<file path="config.mk">
export PLATFORM = sky130hd
export DESIGN_NAME = dstep_ctrl
export DESIGN_NICKNAME = d
export VERILOG_FILES = /design/src/rtl/dstep_pkg.sv /design/src/rtl/dstep_sync_edge.sv /design/src/rtl/dstep_fsm.sv /design/src/rtl/dstep_regs.sv /design/src/rtl/dstep_ctrl.sv
export SDC_FILE = /design/constraint.sdc
export NUM_CORES = 1
export LEC_CHECK = 0
export BUFFER_PORTS_ARGS = -buffer_cell sky130_fd_sc_hd__buf_2
export CORE_MARGIN = 2
export CORE_UTILIZATION = 45
export CTS_CLUSTER_DIAMETER = 30
export DETAILED_ROUTE_END_ITERATION = 16
export GPL_TIMING_DRIVEN = 0
export PLACE_DENSITY = 0.6
export REMOVE_ABC_BUFFERS = 1
export SKIP_LAST_GASP = 1
export SLEW_MARGIN = 40
export SYNTH_ARGS = -nofsm -noshare
export SYNTH_HDL_FRONTEND = slang
export SYNTH_HIERARCHICAL = 1
export SYNTH_SLANG_ARGS = --single-unit
</file>
<file path="constraint.sdc">
create_clock -name clk -period 3.7 [get_ports clk]
set_input_delay 0.185 -clock clk [delete_from_list [all_inputs] [get_ports clk]]
set_output_delay 0.185 -clock clk [all_outputs]
set_load 0.01 [all_outputs]
</file>
<file path="src/rtl/dstep_pkg.sv">
package dstep_pkg;
    parameter int FINE_W   = 12;
    parameter int COARSE_W = 8;
    parameter int SEL_W    = 2;

    typedef enum logic [1:0] {
        SEL_FINE = 2'd0,
        SEL_HI   = 2'd1,
        SEL_LO   = 2'd2,
        SEL_STEP = 2'd3
    } sel_e;

    typedef enum logic [1:0] {
        ST_IDLE  = 2'd0,
        ST_WRITE = 2'd1,
        ST_UP    = 2'd2,
        ST_DOWN  = 2'd3
    } state_e;
endpackage

</file>
<file path="src/rtl/dstep_sync_edge.sv">
module dstep_sync_edge #(
    parameter int STAGES = 2
) (
    input  logic clk,
    input  logic rst_n,
    input  logic din,
    output logic evt
);
    localparam int DEPTH = STAGES + 1;

    logic [DEPTH-1:0] sh_q;

    always_ff @(posedge clk or negedge rst_n) begin
        if (!rst_n) sh_q <= '0;
        else        sh_q <= {sh_q[DEPTH-2:0], din};
    end

    assign evt = sh_q[STAGES-1] & ~sh_q[STAGES];

    // an edge event lasts a single cycle
    a_r4_evt_single: assert property (@(posedge clk) disable iff (!rst_n)
        evt |=> !evt);
endmodule

</file>
<file path="src/rtl/dstep_fsm.sv">
module dstep_fsm
    import dstep_pkg::*;
(
    input  logic              clk,
    input  logic              rst_n,
    input  logic              wr_en,
    input  logic [SEL_W-1:0]  wr_sel,
    input  logic [FINE_W-1:0] wr_data,
    input  logic              up_evt,
    input  logic              dn_evt,
    output state_e            state_q,
    output logic [SEL_W-1:0]  cmd_sel_q,
    output logic [FINE_W-1:0] cmd_data_q
);
    state_e state_d;

    always_comb begin
        state_d = ST_IDLE;
        if (wr_en)                 state_d = ST_WRITE;
        else if (up_evt && !dn_evt) state_d = ST_UP;
        else if (dn_evt && !up_evt) state_d = ST_DOWN;
    end

    always_ff @(posedge clk or negedge rst_n) begin
        if (!rst_n) begin
            state_q    <= ST_IDLE;
            cmd_sel_q  <= '0;
            cmd_data_q <= '0;
        end else begin
            state_q <= state_d;
            if (wr_en) begin
                cmd_sel_q  <= wr_sel;
                cmd_data_q <= wr_data;
            end
        end
    end

    a_r9_write_wins: assert property (@(posedge clk) disable iff (!rst_n)
        wr_en |=> state_q == ST_WRITE);

    a_r8_both_idle: assert property (@(posedge clk) disable iff (!rst_n)
        (up_evt && dn_evt && !wr_en) |=> state_q == ST_IDLE);
endmodule

</file>
<file path="src/rtl/dstep_regs.sv">
module dstep_regs
    import dstep_pkg::*;
#(
    parameter logic [FINE_W-1:0]   FINE_RST = '0,
    parameter logic [COARSE_W-1:0] HI_RST   = '1,
    parameter logic [COARSE_W-1:0] LO_RST   = '0,
    parameter logic [FINE_W-1:0]   STEP_RST = FINE_W'(1)
) (
    input  logic                clk,
    input  logic                rst_n,
    input  state_e              state,
    input  logic [SEL_W-1:0]    cmd_sel,
    input  logic [FINE_W-1:0]   cmd_data,
    output logic [FINE_W-1:0]   fine_q,
    output logic [COARSE_W-1:0] hi_q,
    output logic [COARSE_W-1:0] lo_q,
    output logic                update_q
);
    localparam int SUM_W = FINE_W + 1;
    localparam logic [FINE_W-1:0] FINE_MAX = '1;

    logic [FINE_W-1:0]   step_q, step_d, fine_d;
    logic [COARSE_W-1:0] hi_d, lo_d;
    logic [SUM_W-1:0]    sum;
    logic                chg;

    always_comb begin
        fine_d = fine_q;
        hi_d   = hi_q;
        lo_d   = lo_q;
        step_d = step_q;
        sum    = {1'b0, fine_q} + {1'b0, step_q};
        unique case (state)
            ST_IDLE: ;
            ST_WRITE: begin
                unique case (sel_e'(cmd_sel))
                    SEL_FINE: fine_d = cmd_data;
                    SEL_HI:   hi_d   = cmd_data[COARSE_W-1:0];
                    SEL_LO:   lo_d   = cmd_data[COARSE_W-1:0];
                    SEL_STEP: step_d = cmd_data;
                endcase
            end
            ST_UP:   fine_d = sum[FINE_W] ? FINE_MAX : sum[FINE_W-1:0];
            ST_DOWN: fine_d = (fine_q < step_q) ? '0 : fine_q - step_q;
        endcase
        chg = (fine_d != fine_q) || (hi_d != hi_q) || (lo_d != lo_q);
    end

    always_ff @(posedge clk or negedge rst_n) begin
        if (!rst_n) begin
            fine_q   <= FINE_RST;
            hi_q     <= HI_RST;
            lo_q     <= LO_RST;
            step_q   <= STEP_RST;
            update_q <= 1'b0;
        end else begin
            fine_q   <= fine_d;
            hi_q     <= hi_d;
            lo_q     <= lo_d;
            step_q   <= step_d;
            update_q <= chg;
        end
    end

    a_r6_up_no_wrap: assert property (@(posedge clk) disable iff (!rst_n)
        state == ST_UP |=> fine_q >= $past(fine_q));

    a_r7_down_no_wrap: assert property (@(posedge clk) disable iff (!rst_n)
        state == ST_DOWN |=> fine_q <= $past(fine_q));

    a_r10_strobe_on_change: assert property (@(posedge clk) disable iff (!rst_n)
        update_q |-> (fine_q != $past(fine_q)) || (hi_q != $past(hi_q))
                     || (lo_q != $past(lo_q)));

    a_r10_quiet_when_stable: assert property (@(posedge clk) disable iff (!rst_n)
        !update_q |-> $stable(fine_q) && $stable(hi_q) && $stable(lo_q));
endmodule

</file>
<file path="src/rtl/dstep_ctrl.sv">
module dstep_ctrl
    import dstep_pkg::*;
#(
    parameter int SYNC_STAGES = 2
) (
    input  logic                clk,
    input  logic                rst_n,
    input  logic                wr_en,
    input  logic [SEL_W-1:0]    wr_sel,
    input  logic [FINE_W-1:0]   wr_data,
    input  logic                step_up,
    input  logic                step_dn,
    output logic [FINE_W-1:0]   fine_code,
    output logic [COARSE_W-1:0] coarse_hi,
    output logic [COARSE_W-1:0] coarse_lo,
    output logic                update
);
    localparam int N_PULSE = 2;

    logic [N_PULSE-1:0] raw, evt;
    state_e             state;
    logic [SEL_W-1:0]   cmd_sel;
    logic [FINE_W-1:0]  cmd_data;

    assign raw = {step_dn, step_up};

    for (genvar g = 0; g < N_PULSE; g++) begin : g_sync
        dstep_sync_edge #(.STAGES(SYNC_STAGES)) u_sync (
            .clk   (clk),
            .rst_n (rst_n),
            .din   (raw[g]),
            .evt   (evt[g])
        );
    end

    dstep_fsm u_fsm (
        .clk        (clk),
        .rst_n      (rst_n),
        .wr_en      (wr_en),
        .wr_sel     (wr_sel),
        .wr_data    (wr_data),
        .up_evt     (evt[0]),
        .dn_evt     (evt[1]),
        .state_q    (state),
        .cmd_sel_q  (cmd_sel),
        .cmd_data_q (cmd_data)
    );

    dstep_regs u_regs (
        .clk      (clk),
        .rst_n    (rst_n),
        .state    (state),
        .cmd_sel  (cmd_sel),
        .cmd_data (cmd_data),
        .fine_q   (fine_code),
        .hi_q     (coarse_hi),
        .lo_q     (coarse_lo),
        .update_q (update)
    );
endmodule

</file>
==> flow_summary.json, run 1 <==
{
  "status": "complete, no violations",
  "cp_max_fo": 7,
  "criticalPathCategory": "reg2reg",
  "slew_headroom": 0.434,
  "crit_slowest_cell": "a2111o_1",
  "drt_iter0_drc": 256,
  "core_sq_mm": 0.00928,
  "reg2reg_depth": 10,
  "crit_start": "u_regs/fine_q[3]",
  "min_period_ns": 3.58,
  "avgViaCountPerCell": 5.66,
  "clk_latency_ns": 0.36,
  "gp_congestion": 0.865,
  "arrival_ns": 3.80,
  "synth.distinct_cells": 65,
  "layout_common_cells": "53 x dfrtp_1, 46 x buf_2, 42 x nor2_1",
  "layoutNonFillerInstCount": 612,
  "die_h_um": 102,
  "dieArea_sq_mm": 0.0104,
  "p_comb_frac": 0.576,
  "pwr-share-clk": 0.154,
  "ir_drop_mv": 0.415,
  "place.detailed.hpwl_mm": 7.96,
  "synthArstFlopShare": 1.00,
  "synth_cells": 428,
  "nNetsFinal": 524,
  "hold_viol_final": 0,
  "grt-ovfl-total": 0,
  "layout-drive-gt1-share": 0.335,
  "grt_pass1_vias": 3308,
  "ys.flop_type": "dfrtp_1",
  "syn2layout_area_growth_pct": 17.3,
  "p_seq_frac": 0.269,
  "nFillCells": 875,
  "final_common_cell": "dfrtp_1",
  "slew_violations": 0,
  "grt_pass1_wl_mm": 17.6,
  "cts.path.max_buffers": 2,
  "die_w_um": 102,
  "grt_use_total": 0.221,
  "syn_avg_cell_area_sq_um": 10.1,
  "via_count": 3465,
  "max_stage_delay_ns": 0.51,
  "wire_per_inst_um": 17.9,
  "cts_tree": "yes",
  "r2r_slack_ns": 0.12,
  "ant_nets": 0,
  "clock-sinks": 63,
  "io_pins": 48,
  "first_pass_iters": 5,
  "wl_mm": 11.0,
  "required_ns": 3.92,
  "crit_chain": "ha_1 > nor2b_1 > a2111o_1 > a2111oi_4 > buf_4 > a311oi_1 > a211oi_2 > nor3_1 > nand4b_1 > or4_1",
  "tightestPinTransition_ns": 0.848,
  "ys_ff_latch": 63,
  "power.internal_mw": 2.46,
  "utilization": 0.547,
  "fmax_mhz": 279,
  "num_antenna_cells": 0,
  "synth_edf_count": 0,
  "switching_share": 0.450,
  "power.switching_mw": 2.02,
  "hold_class": "in2reg",
  "finalSetupViolCount": 0,
  "grt_start_max_net_pins": 34,
  "clk_pin_slew_ns": 0.08,
  "synth_top_area_share": 0.312,
  "portBuffers": 47,
  "drc": 0,
  "rr_startpoint": "u_regs/fine_q[3]",
  "tns_ns": 0,
  "syn-cell-area_sq_mm": 0.00433,
  "ys_warn_count": 6,
  "crit_path_start_kind": "flop",
  "drv_cap": 0,
  "cp-endpoint": "u_regs/update_q",
  "antenna_found_initial": 0,
  "initial_core_util": 0.467,
  "finClkSkew_ns": 0.0105,
  "synth_top_area_cell": "dfrtp_1",
  "ys_seq_area_frac": 0.366,
  "min_period_over_period": 0.967,
  "numCtsBuffers": 9,
  "root_buffer": "clkbuf_8",
  "rows": 35,
  "end_kind": "flop",
  "rr_endpoint": "u_regs/update_q",
  "dp_cells": 588,
  "powerDensity_mw_per_mm2": 882,
  "p_leak_nw": 2.16,
  "synth_area_leaders": "dfrtp_1 31%, mux2_2 8.8%, ha_1 7.2%, dfstp_2 5.5%, xnor2_1 4.4%",
  "htreeDepth": 3
}
==> final cells by class <==
class	count	area, sq um	area share
clock buffer	10	138	0.0271
clock inverter	6	93.8	0.0185
inverter	24	90.1	0.0177
multi-input combinational	324	2680	0.528
sequential	63	1590	0.313
tap	129	161	0.0318
timing repair buffer	56	329	0.0647
==> cell families after synthesis <==
group | share of synthesized area
multiplexers | 0.146
flip-flops | 0.366
buffers and inverters | 0.0482
AND/OR/NAND/NOR | 0.135
AO/OA/AOI/OAI | 0.168
adder cells (fa/ha/maj) | 0.0814
XOR/XNOR | 0.0546
==> sequential cells by signal (all words and copies together) (netlist names) <==
name / count
g_sync.u_sync/sh_q: 6
u_fsm/cmd_data_q: 12
u_fsm/cmd_sel_q: 2
u_fsm/state_q: 2
u_regs/fine_q: 12
u_regs/hi_q: 8
u_regs/lo_q: 8
u_regs/step_q: 12
u_regs/update_q: 1
==> worst min-delay path by stage <==
stage               startpoint                       end  slack [ns]  depth (start not counted)
finish              wr_data[2]       u_fsm/cmd_data_q[2]        0.06                          2
global route        wr_data[6]       u_fsm/cmd_data_q[6]        0.05                          2
CTS                 wr_data[2]       u_fsm/cmd_data_q[2]        0.06                          2
detailed placement       rst_n  g_sync[0].u_sync/sh_q[0]        0.14                          1
global placement       step_up  g_sync[0].u_sync/sh_q[0]        0.29                          1
floorplan                rst_n  g_sync[0].u_sync/sh_q[0]       -0.11                          0
==> cell usage after synthesis, types with 3 or more instances <==
cell type	n
buf_2	4
a211oi_1	11
nand4_1	5
o21a_1	5
a31oi_1	3
buf_4	5
or4_1	3
nand2_1	20
mux2i_1	12
ha_1	25
nand2b_1	9
nor3_1	5
inv_1	24
nor4_1	3
xnor2_1	22
nor3b_1	3
nor2b_1	9
xor2_1	5
mux2_2	34
a21boi_0	3
dfstp_2	9
clkbuf_1	3
dfrtp_1	54
mux2_4	8
nor2_1	43
o211ai_1	3
o21ai_0	13
a21oi_1	29
o22ai_1	7
==> routing by layer <==
layer | routed length, um | global-route usage | vias to the layer above | share of wire
met3 | 474 | 0.0417 | 17 | 0.043
met2 | 5040 | 0.341 | 89 | 0.46
li1 | - | - | 1638 | -
met5 | 0 | 0 | - | 0
met4 | 178 | 0.0667 | 0 | 0.016
met1 | 5280 | 0.318 | 1721 | 0.48
==> critical path: cells and delay by family, from the launching register on <==
family          cells  cell delay (ns)
simple gates        4             0.93
compound gates      4             1.38
flops               1             0.47
buf+inv             1             0.22
fa+ha+maj           1             0.44
==> repair_timing <==
action	in CTS	in global routing
gates resized for setup	2	24
hold buffers	3	0
setup endpoints to repair	1	1
endpoints found under the hold margin	28	0
buffers inserted	2	2
pin swaps	1	3
==> per-stage QoR <==
| stage | hold slack [ns] | power [mW] | setup WS, ns | area (sq um) |
|---|---|---|---|---|
| after floorplan | -0.111 | 2.90 | 0.366 | 4210 |
| after global placement | 0.294 | 3.48 | -0.525 | 4610 |
| after detailed placement | 0.144 | 3.53 | -0.511 | 4650 |
| after CTS | 0.0595 | 4.25 | 0.0119 | 4930 |
| after global routing | 0.0535 | 4.83 | -0.0130 | 5080 |
| final | 0.0558 | 4.48 | 0.121 | 5080 |
==> power groups by stage <==
| stage | combinational, mW | sequential, mW | clock (mW) |
|---|---|---|---|
| CTS | 2.35 | 1.20 | 0.701 |
| floorplan | 1.71 | 1.19 | 0 |
| global placement | 2.28 | 1.20 | 0 |
| global route | 2.84 | 1.25 | 0.738 |
| finish | 2.58 | 1.21 | 0.692 |
| detailed placement | 2.32 | 1.21 | 0 |
Note: power is estimated with default switching activity, not from simulation.
==> inputs of run 2 (changes only) <==
- CELL_PAD_IN_SITES_DETAIL_PLACEMENT: unset -> 0
- CELL_PAD_IN_SITES_GLOBAL_PLACEMENT: unset -> 1
- PLACE_DENSITY: 0.6 -> 0.74
==> flow_summary.json, run 2 (synthesis gave the netlist of run 1 again) <==
{
  "first_pass_iters": 5,
  "ir_drop_mv": 0.384,
  "syn2layout_area_growth_pct": 16.4,
  "clk_latency_ns": 0.34,
  "initial_core_util": 0.467,
  "clk_pin_slew_ns": 0.07,
  "numCtsBuffers": 9,
  "switching_share": 0.456,
  "power.switching_mw": 2.00,
  "grt_pass1_wl_mm": 17.4,
  "slew_headroom": 0.457,
  "dr_wl_met3_um": 410,
  "cts_tree": "yes",
  "htreeDepth": 3,
  "nNetsFinal": 523,
  "p_comb_frac": 0.591,
  "r2r_slack_ns": 0.09,
  "gp_congestion": 0.881,
  "reg.largest.list": "u_fsm/cmd_data_q: 12 flops, u_regs/fine_q: 12 flops, u_regs/step_q: 12 flops",
  "final_common_cell": "dfrtp_1",
  "io_pins": 48,
  "min_period_over_period": 0.974,
  "die_h_um": 102,
  "clock-sinks": 63,
  "portBuffers": 47,
  "end_kind": "flop",
  "hold_class": "in2reg",
  "avgViaCountPerCell": 5.59,
  "tns_ns": 0,
  "required_ns": 3.91,
  "finalSetupViolCount": 0,
  "via_count": 3416,
  "fmax_mhz": 277,
  "min_period_ns": 3.61,
  "place.detailed.hpwl_mm": 7.94,
  "top_layer_used": "met4",
  "finClkSkew_ns": 0.00465,
  "drv_cap": 0,
  "p_leak_nw": 2.13,
  "ff_latch_area_sq_mm": 0.00159,
  "core_sq_mm": 0.00928,
  "cp_max_fo": 6,
  "grt_use_total": 0.220,
  "grt_pass1_vias": 3310,
  "slew_violations": 0,
  "pwr-share-clk": 0.132,
  "dieArea_sq_mm": 0.0104,
  "hold_ws_ns": 0.0655,
  "status": "complete, no violations",
  "layout_common_cells": "51 x dfrtp_1, 46 x buf_2, 42 x nor2_1",
  "multi_input_comb_area_sq_mm": 0.00269,
  "wire_per_inst_um": 17.8,
  "num_antenna_cells": 0,
  "hold_viol_final": 0,
  "nFillCells": 902,
  "wl_mm": 10.8,
  "layout-drive-gt1-share": 0.340,
  "ant_nets": 0,
  "powerDensity_mw_per_mm2": 870,
  "drc": 0,
  "crit_path_start_kind": "flop",
  "drt_iter0_drc": 209,
  "rows": 35,
  "criticalPathCategory": "reg2reg",
  "wl_met1_mm": 5.21,
  "die_w_um": 102,
  "antenna_found_initial": 0,
  "root_buffer": "clkbuf_8",
  "wl_met2_mm": 5.11,
  "power.internal_mw": 2.39,
  "arrival_ns": 3.81,
  "grt-ovfl-total": 0,
  "grt_start_max_net_pins": 64,
  "cts.path.max_buffers": 2,
  "p_seq_frac": 0.277,
  "tightestPinTransition_ns": 0.813
}
-- run 2: final cells by class --
type                            instances  share of cell area
Multi-Input combinational cell        324               0.534
Sequential cell                        63               0.316
Timing Repair Buffer                   55              0.0628
Tap cell                              129              0.0320
Clock buffer                           10              0.0253
Inverter                               24              0.0179
Clock inverter                          6              0.0122
-- run 2: worst max-delay path, stage by stage, from the launching register on --
cell and delay, ns:
dfstp_2 0.57, ha_4 0.15, fa_2 0.22, nand2b_1 0.10, a2111o_1 0.54, a2111oi_4 0.40
buf_6 0.19, a21oi_1 0.12, o211a_2 0.18, o2bb2ai_2 0.12, a221oi_2 0.20, nand4b_1 0.12
or4_1 0.54
-- run 2: path summary, 6_finish.rpt --
check | start | endpoint | depth (start not counted)
min in group asynchronous | rst_n | g_sync[0].u_sync/sh_q[2] | 2
worst min-delay path | wr_data[3] | u_fsm/cmd_data_q[3] | 2
worst min register to register | g_sync[0].u_sync/sh_q[0] | g_sync[0].u_sync/sh_q[1] | 0
worst max register to register | u_regs/step_q[0] | u_regs/update_q | 12
worst max-delay path | u_regs/step_q[0] | u_regs/update_q | 12
max in group asynchronous | rst_n | u_regs/fine_q[2] | 2
-- run 2: power groups by stage --
stage	clock network (mW)	logic [mW]	registers, mW
finish	0.578	2.59	1.22
global placement	0	2.31	1.20
detailed placement	0	2.33	1.21
global route	0.631	2.85	1.25
CTS	0.598	2.38	1.20
floorplan	0	1.71	1.19
-- run 2: what timing repair did --
| action | CTS | global route |
|---|---|---|
| resized for setup | 5 | 28 |
| hold buffers | 3 | 0 |
| endpoints found under the hold margin | 56 | 0 |
| setup buffers | 2 | 2 |
| pin swaps | 1 | 10 |
| endpoints found under the setup margin | 1 | 1 |
-- run 2: per-stage QoR --
stage          total power, mW  cell area [sq um]   util  setup WS (ns)  std cells
4_1_cts                   4.18               4880  0.525         0.0189        608
6_report                  4.39               5040  0.543         0.0948        611
3_3_place_gp              3.51               4610  0.497         -0.357        587
3_5_place_dp              3.54               4630  0.498         -0.399        587
5_1_grt                   4.73               5040  0.543        -0.0194        611
2_1_floorplan             2.90               4210      -          0.366        411
-- run 2: routing by layer --
| layer | up-vias | GRT usage |
|---|---|---|
| li1 | 1633 | - |
| met1 | 1688 | 0.320 |
| met2 | 85 | 0.339 |
| met3 | 10 | 0.0294 |
| met4 | 0 | 0.0759 |
| met5 | - | 0 |
